$ cat src/rtl/gwc_pkg.sv
package gwc_pkg;

  // protection release threshold: trip less one twentieth (about 5%)
  function automatic logic [31:0] release_level(input logic [31:0] trip);
    return trip - (trip / 32'd20);
  endfunction

  typedef enum logic [1:0] {
    MV_NONE = 2'd0,
    MV_UP   = 2'd1,
    MV_DOWN = 2'd2
  } move_e;

endpackage

$ cat src/rtl/gwc_protect.sv
module gwc_protect #(
  parameter int RDG_W = 16
) (
  input  logic             clk,
  input  logic             rst_n,
  input  logic             rdg_valid,
  input  logic [RDG_W-1:0] rdg_value,
  input  logic [RDG_W-1:0] trip_level,
  input  logic [RDG_W-1:0] full_scale,
  input  logic             prot_mode,
  output logic             prot_req,
  output logic             reducing,
  output logic             overrange
);
  import gwc_pkg::*;

  logic [RDG_W-1:0] margin;
  logic             above_trip;
  logic             above_margin;
  logic             red_q;
  logic             ovr_q;

  assign margin       = RDG_W'(release_level(32'(trip_level)));
  assign above_trip   = rdg_value > trip_level;
  assign above_margin = rdg_value > margin;
  assign prot_req     = prot_mode && rdg_valid && (above_trip || (red_q && above_margin));

  always_ff @(posedge clk) begin
    if (!rst_n) begin
      red_q <= 1'b0;
      ovr_q <= 1'b0;
    end else begin
      if (!prot_mode)                    red_q <= 1'b0;
      else if (rdg_valid && above_trip)  red_q <= 1'b1;
      else if (rdg_valid && !above_margin) red_q <= 1'b0;
      if (rdg_valid) ovr_q <= rdg_value > full_scale;
    end
  end

  assign reducing  = red_q;
  assign overrange = ovr_q;

  // leaving protection mode always ends the reduction
  assert_prot_off_clears_R11: assert property (@(posedge clk) disable iff (!rst_n)
    !prot_mode |=> !reducing);
  // flag holds between strobes
  assert_ovr_hold_R9: assert property (@(posedge clk) disable iff (!rst_n)
    !rdg_valid |=> $stable(overrange));
  // a reduction can only begin on a strobe in protection mode
  assert_red_start_R7: assert property (@(posedge clk) disable iff (!rst_n)
    (!reducing && !(prot_mode && rdg_valid)) |=> !reducing);

endmodule

$ cat src/rtl/gwc_arbiter.sv
module gwc_arbiter #(
  parameter int POS_W = 7,
  parameter int MAX_POS = 99,
  parameter int MID_POS = 50
) (
  input  logic [POS_W-1:0] pos,
  input  logic             prot_req,
  input  logic             reducing,
  input  logic             slewing,
  input  logic             cmd_mid,
  input  logic             cmd_up,
  input  logic             cmd_down,
  output gwc_pkg::move_e   move
);
  import gwc_pkg::*;

  move_e want;
  logic  at_top;
  logic  at_bot;

  assign at_top = pos >= POS_W'(MAX_POS);
  assign at_bot = pos == '0;

  always_comb begin
    want = MV_NONE;
    if (prot_req) begin
      want = MV_DOWN;
    end else if (slewing) begin
      if (pos > POS_W'(MID_POS))                    want = MV_DOWN;
      else if (pos < POS_W'(MID_POS) && !reducing)  want = MV_UP;
    end else if (!cmd_mid) begin
      if (cmd_down && !cmd_up)                      want = MV_DOWN;
      else if (cmd_up && !cmd_down && !reducing)    want = MV_UP;
    end
  end

  always_comb begin
    move = want;
    if (want == MV_UP && at_top)   move = MV_NONE;
    if (want == MV_DOWN && at_bot) move = MV_NONE;
  end

  // no upward choice while protection is active or requesting
  always_comb begin
    if (reducing || prot_req)
      assert_no_up_when_reducing_R8: assert (move != MV_UP);
  end

endmodule

$ cat src/rtl/gwc_wiper.sv
module gwc_wiper #(
  parameter int POS_W = 7,
  parameter int MAX_POS = 99,
  parameter int MID_POS = 50
) (
  input  logic             clk,
  input  logic             rst_n,
  input  gwc_pkg::move_e   move,
  input  logic             cmd_mid,
  input  logic             cmd_store,
  output logic [POS_W-1:0] pos,
  output logic             slewing,
  output logic             step_up,
  output logic             step_down,
  output logic             store_pulse
);
  import gwc_pkg::*;

  logic [POS_W-1:0] pos_q;
  logic [POS_W-1:0] pos_d;
  logic             slew_q;
  logic             up_q;
  logic             dn_q;
  logic             st_q;

  always_comb begin
    pos_d = pos_q;
    if (move == MV_UP)   pos_d = pos_q + 1'b1;
    if (move == MV_DOWN) pos_d = pos_q - 1'b1;
  end

  always_ff @(posedge clk) begin
    if (!rst_n) begin
      pos_q  <= POS_W'(MAX_POS);
      slew_q <= 1'b0;
      up_q   <= 1'b0;
      dn_q   <= 1'b0;
      st_q   <= 1'b0;
    end else begin
      pos_q  <= pos_d;
      slew_q <= cmd_mid || (slew_q && pos_d != POS_W'(MID_POS));
      up_q   <= move == MV_UP;
      dn_q   <= move == MV_DOWN;
      st_q   <= cmd_store;
    end
  end

  assign pos         = pos_q;
  assign slewing     = slew_q;
  assign step_up     = up_q;
  assign step_down   = dn_q;
  assign store_pulse = st_q;

  assert_pos_range_R1: assert property (@(posedge clk) disable iff (!rst_n)
    pos <= POS_W'(MAX_POS));
  assert_step_exclusive_R5: assert property (@(posedge clk) disable iff (!rst_n)
    !(step_up && step_down));
  assert_up_tracks_R5: assert property (@(posedge clk) disable iff (!rst_n)
    (move == MV_UP) |=> (step_up && pos == $past(pos) + 1'b1));
  assert_down_tracks_R5: assert property (@(posedge clk) disable iff (!rst_n)
    (move == MV_DOWN) |=> (step_down && pos == $past(pos) - 1'b1));
  assert_still_R5: assert property (@(posedge clk) disable iff (!rst_n)
    (move == MV_NONE) |=> ($stable(pos) && !step_up && !step_down));
  assert_store_R10: assert property (@(posedge clk) disable iff (!rst_n)
    cmd_store |=> store_pulse);

endmodule

$ cat src/rtl/gain_wiper_ctrl.sv
module gain_wiper_ctrl #(
  parameter int RDG_W = 16,
  parameter int POSITIONS = 100,
  localparam int POS_W = $clog2(POSITIONS),
  localparam int MAX_POS = POSITIONS - 1,
  localparam int MID_POS = POSITIONS / 2
) (
  input  logic             clk,
  input  logic             rst_n,
  input  logic             rdg_valid,
  input  logic [RDG_W-1:0] rdg_value,
  input  logic [RDG_W-1:0] trip_level,
  input  logic [RDG_W-1:0] full_scale,
  input  logic             prot_mode,
  input  logic             cmd_up,
  input  logic             cmd_down,
  input  logic             cmd_mid,
  input  logic             cmd_store,
  output logic             step_up,
  output logic             step_down,
  output logic [POS_W-1:0] wiper_pos,
  output logic             store_pulse,
  output logic             overrange
);
  import gwc_pkg::*;

  logic  prot_req;
  logic  reducing;
  logic  slewing;
  move_e move;

  gwc_protect #(.RDG_W(RDG_W)) u_protect (
    .clk(clk), .rst_n(rst_n), .rdg_valid(rdg_valid), .rdg_value(rdg_value),
    .trip_level(trip_level), .full_scale(full_scale), .prot_mode(prot_mode),
    .prot_req(prot_req), .reducing(reducing), .overrange(overrange)
  );

  gwc_arbiter #(.POS_W(POS_W), .MAX_POS(MAX_POS), .MID_POS(MID_POS)) u_arbiter (
    .pos(wiper_pos), .prot_req(prot_req), .reducing(reducing), .slewing(slewing),
    .cmd_mid(cmd_mid), .cmd_up(cmd_up), .cmd_down(cmd_down), .move(move)
  );

  gwc_wiper #(.POS_W(POS_W), .MAX_POS(MAX_POS), .MID_POS(MID_POS)) u_wiper (
    .clk(clk), .rst_n(rst_n), .move(move), .cmd_mid(cmd_mid), .cmd_store(cmd_store),
    .pos(wiper_pos), .slewing(slewing), .step_up(step_up), .step_down(step_down),
    .store_pulse(store_pulse)
  );

  // a reading above trip in protection mode takes a step down unless at 0
  assert_trip_steps_down_R7: assert property (@(posedge clk) disable iff (!rst_n)
    (prot_mode && rdg_valid && rdg_value > trip_level && wiper_pos != '0) |=> step_down);
  // never a step beyond the ends
  assert_no_wrap_R6: assert property (@(posedge clk) disable iff (!rst_n)
    (wiper_pos == POS_W'(MAX_POS)) |=> !step_up || $past(wiper_pos) != POS_W'(MAX_POS));

endmodule

$ cat config.mk
export PLATFORM = sky130hd
export DESIGN_NAME = gain_wiper_ctrl
export DESIGN_NICKNAME = d
export VERILOG_FILES = /design/src/rtl/gwc_pkg.sv /design/src/rtl/gwc_protect.sv /design/src/rtl/gwc_arbiter.sv /design/src/rtl/gwc_wiper.sv /design/src/rtl/gain_wiper_ctrl.sv
export SDC_FILE = /design/constraint.sdc
export NUM_CORES = 1
export LEC_CHECK = 0
export BUFFER_PORTS_ARGS = -buffer_cell sky130_fd_sc_hd__buf_2
export CAP_MARGIN = 30
export CELL_PAD_IN_SITES_DETAIL_PLACEMENT = 0
export CELL_PAD_IN_SITES_GLOBAL_PLACEMENT = 1
export CORE_ASPECT_RATIO = 1.2
export CORE_UTILIZATION = 44
export DETAILED_ROUTE_END_ITERATION = 12
export GPL_TIMING_DRIVEN = 1
export PLACE_DENSITY = 0.83
export SETUP_SLACK_MARGIN = 0.15
export SLEW_MARGIN = 5
export SYNTH_ARGS = -nofsm -noshare
export SYNTH_HDL_FRONTEND = slang
export SYNTH_SLANG_ARGS = --single-unit
$ cat constraint.sdc
create_clock -name clk -period 18.9 [get_ports clk]
set_clock_uncertainty 0.1 [all_clocks]
set_input_delay 3.78 -clock clk [delete_from_list [all_inputs] [get_ports clk]]
set_output_delay 3.78 -clock clk [all_outputs]
set_load 0.03 [all_outputs]
==> flow_metrics.tcl <==
set metrics [dict create \
    hold_path_startpoint "u_protect.overrange" \
    gp_congestion 0.9034 \
    crit_slowest_cell "sky130_fd_sc_hd__or4_4" \
    port-buffer-count 66 \
    power_density_nw_per_um2 74.47 \
    post_synth_most_frequent_cells "64 x sky130_fd_sc_hd__ha_1, 62 x sky130_fd_sc_hd__a21oi_1, 62 x sky130_fd_sc_hd__nand2_1" \
    fp.dieArea_um2 13660 \
    peakVddDrop_mv 0.05510 \
    postSynthAreaPerCell_um2 6.961 \
    drive_above_1_share_pct 14.53 \
    total_power_mw 0.4679 \
    antenna_cells_inserted 0 \
    totalNegativeSetupSlack_ns 0 \
    grt_pass1_wl_mm 29.35 \
    cpPeakStageDelay_ns 0.46 \
    cts.root.buffer_cell "sky130_fd_sc_hd__clkbuf_16" \
    yosysWarnings 0 \
    share_seq_of_total_power_pct 7.1 \
    hold_class "reg2reg" \
    ys_async_sr_fraction_pct 0 \
    post-cts-setup-buffers 0 \
    switching_power_mw 0.2597 \
    finalHoldViolations 0 \
    reg2reg_from "u_wiper.pos[0]" \
    antenna_found_initial 0 \
    worstRegToRegCells 14 \
    setup.worst_path.end_class "register" \
    p_leak_nw 2.561 \
    drc 0 \
    via_count 6634 \
    cts_sinks 13 \
    cap_violations 0 \
    result_of_the_run "complete, no violations" \
    worst-slew-pin-transition_ns 0.7582 \
    cts_made_buffers 3 \
    vias_in_the_first_global_route 6097 \
    cp_common_cell "sky130_fd_sc_hd__a21oi_1" \
    globalRouteTotalUtil_pct 25.56 \
    report.final.setup_viol 0 \
    cts.reportedPaths.clkPinSlew_ns 0.04 \
    synth_seq_cells 13 \
    whs_path_depth 2 \
    initial_utilization_pct 45.42 \
    critical_path_depth 62 \
    rsz_0062_raised_after_global_routing "false" \
    cp.buffers_inverters 5 \
    synthCells 834 \
    crit_fanout 18 \
    flow.area_growth_from_synthesis_pct 8.233 \
    grt-ovfl-total 0 \
    timing.critical_path.from "trip_level[13]" \
    netlist.top_cell.by_area "sky130_fd_sc_hd__ha_1" \
    pin_count_of_the_biggest_net_entering_global_routing 28 \
    yosysUniqueCellTypes 99 \
    internal_power_mw 0.2082 \
    path_delay_family "compound AO/OA/AOI/OAI gates" \
    postRouteWirelength_mm 17.83 \
    worstSetupPathType "in2reg" \
    layout.nets 989 \
    antenna_violating_nets_post_route 0 \
    detailed_placement_hpwl_mm 14.11 \
    drt_first_iter_violations 495 \
    combPwrFrac_pct 84.4 \
    achievable-frequency_mhz 57.66 \
    htree_num_levels 1 \
    net_switching_fraction_of_the_power_pct 55.50 \
    arrival_ns 17.37 \
    final_core_util_pct 49.16 \
    synth_area_um2 5806 \
    critPathRequiredTime_ns 18.93 \
    drt-wirelength-per-cell_um 17.30 \
    worst_skew_pair.late_latency_ns 0.24 \
    final_min_period_over_clock_period_pct 91.76 \
    io_pins 67 \
    timing.slew.headroom_pct 48.15 \
    synth.top_cell.area_share_pct 13.79 \
    die_height_um 127.8 \
    clock_tree_from_tritoncts "yes" \
    timing.final.crit_period_ns 17.34 \
    synth-edff-count 0 \
    chipWidth_um 106.9 \
    synthesis.nets 955 \
    post-synth-top-count-cell "sky130_fd_sc_hd__ha_1" \
    core_area_um2 12780 \
    final_max_slew_viol_count 0 \
    via_per_inst 6.435 \
    synth_seq_area_share_pct 4.483 \
    drtPass1Iterations 5 \
    cts-root-to-sink-buffers 2 \
    row_count 45 \
    synthFlopType "sky130_fd_sc_hd__dfxtp_1" \
    synth_top_cells_by_area "sky130_fd_sc_hd__ha_1 14%, sky130_fd_sc_hd__a21oi_1 5.3%, sky130_fd_sc_hd__dfxtp_1 4.5%" \
    setup.worst_path.start_class "input pin" \
    power.clock.fraction_pct 8.5 \
]
==> cell type report <==
| type | instances | area [um2] |
|---|---|---|
| tap | 164 | 205.2 |
| timing repair buffer | 72 | 372.9 |
| multi-input combinational | 716 | 5134 |
| sequential | 13 | 260.3 |
| inverter | 62 | 232.7 |
| clock buffer | 4 | 78.83 |
| fill | 1321 | 6497 |
==> worst paths after layout <==
path / to / slack (ns)
worst min-delay path: u_protect.overrange / 0.38
worst min register to register: u_protect.overrange / 0.38
worst max-delay path: u_wiper.slewing / 1.56
worst max register to register: u_wiper.slewing / 16.04
==> worst min-delay path, cell delays in order, from the launching register on <==
cell and delay, ns:
sky130_fd_sc_hd__dfxtp_1 0.31, sky130_fd_sc_hd__nand2b_1 0.07, sky130_fd_sc_hd__a21oi_1 0.05
==> power by group through the flow <==
stage	combinational [mW]	clock [mW]	sequential, mW
2_1_floorplan	0.301	0	0.0359
3_3_place_gp	0.380	0	0.0333
3_5_place_dp	0.385	0	0.0334
4_1_cts	0.388	0.0407	0.0329
5_1_grt	0.435	0.0420	0.0333
6_report	0.395	0.0398	0.0330
==> cells by family after synthesis <==
logic type	Yosys count	share of synthesized area, %
compound gates	299	37.18
xor+xnor	36	5.754
fa+ha+maj	72	15.37
buf+inv	105	7.586
flops	13	4.483
mux	9	1.616
simple gates	300	28.02
==> flip-flops by register name (all words and copies together), names as in the netlist <==
register,count
u_protect.reducing,1
u_wiper.step_down,1
u_wiper.slewing,1
u_wiper.store_pulse,1
u_protect.overrange,1
u_wiper.pos,7
u_wiper.step_up,1
==> metrics by stage <==
step	setup slack (ns)	instance area, um2	hold slack [ns]	std cells
after floorplan	4.050	5806	0.3907	834
after global placement	1.222	6171	0.3584	1026
after detailed placement	0.9271	6176	0.3654	1027
after CTS	1.111	6255	0.3740	1031
after global routing	0.1677	6284	0.4226	1031
final	1.557	6284	0.3759	1031
==> routing by layer <==
metal,track usage [%],part of all wire [%],vias up
li1,-,-,3253
met4,7.172,2.0,0
met2,44.97,49,240
met3,1.729,4.9,34
met5,0,0,-
met1,33.32,44,3107
==> timing repair <==
action                                  in CTS  in global routing
resized for setup                            0                  7
endpoints found under the setup margin       0                  7
hold buffers                                 0                  0
==> placed cells by master (no fill, tap or decap), types with 6 or more instances in the layout <==
master,synthesis,routed
sky130_fd_sc_hd__dfxtp_1,13,13
sky130_fd_sc_hd__a211oi_1,8,8
sky130_fd_sc_hd__xnor2_1,28,28
sky130_fd_sc_hd__ha_1,64,64
sky130_fd_sc_hd__a31oi_1,25,25
sky130_fd_sc_hd__nor3_1,21,21
sky130_fd_sc_hd__and3_1,8,8
sky130_fd_sc_hd__nand4_1,26,26
sky130_fd_sc_hd__buf_2,13,67
sky130_fd_sc_hd__inv_1,57,57
sky130_fd_sc_hd__a32oi_1,7,7
sky130_fd_sc_hd__and2_1,8,7
sky130_fd_sc_hd__maj3_1,6,6
sky130_fd_sc_hd__or3_1,8,8
sky130_fd_sc_hd__o21a_1,9,9
sky130_fd_sc_hd__a21o_1,10,10
sky130_fd_sc_hd__xor2_1,7,7
sky130_fd_sc_hd__o31ai_1,11,10
sky130_fd_sc_hd__nor3b_1,6,6
sky130_fd_sc_hd__o211ai_1,11,11
sky130_fd_sc_hd__mux2i_1,6,6
sky130_fd_sc_hd__a21oi_1,62,62
sky130_fd_sc_hd__nand2b_1,24,24
sky130_fd_sc_hd__nand2_1,62,62
sky130_fd_sc_hd__o22ai_1,7,7
sky130_fd_sc_hd__nor4_1,6,6
sky130_fd_sc_hd__a21boi_0,6,6
sky130_fd_sc_hd__o21ai_1,6,6
sky130_fd_sc_hd__o21ai_0,52,52
sky130_fd_sc_hd__nor2_1,56,56
sky130_fd_sc_hd__nand3_1,27,25
sky130_fd_sc_hd__o221ai_1,6,6
sky130_fd_sc_hd__nor2b_1,16,15
No activity file was read; power rests on OpenSTA's default activity.
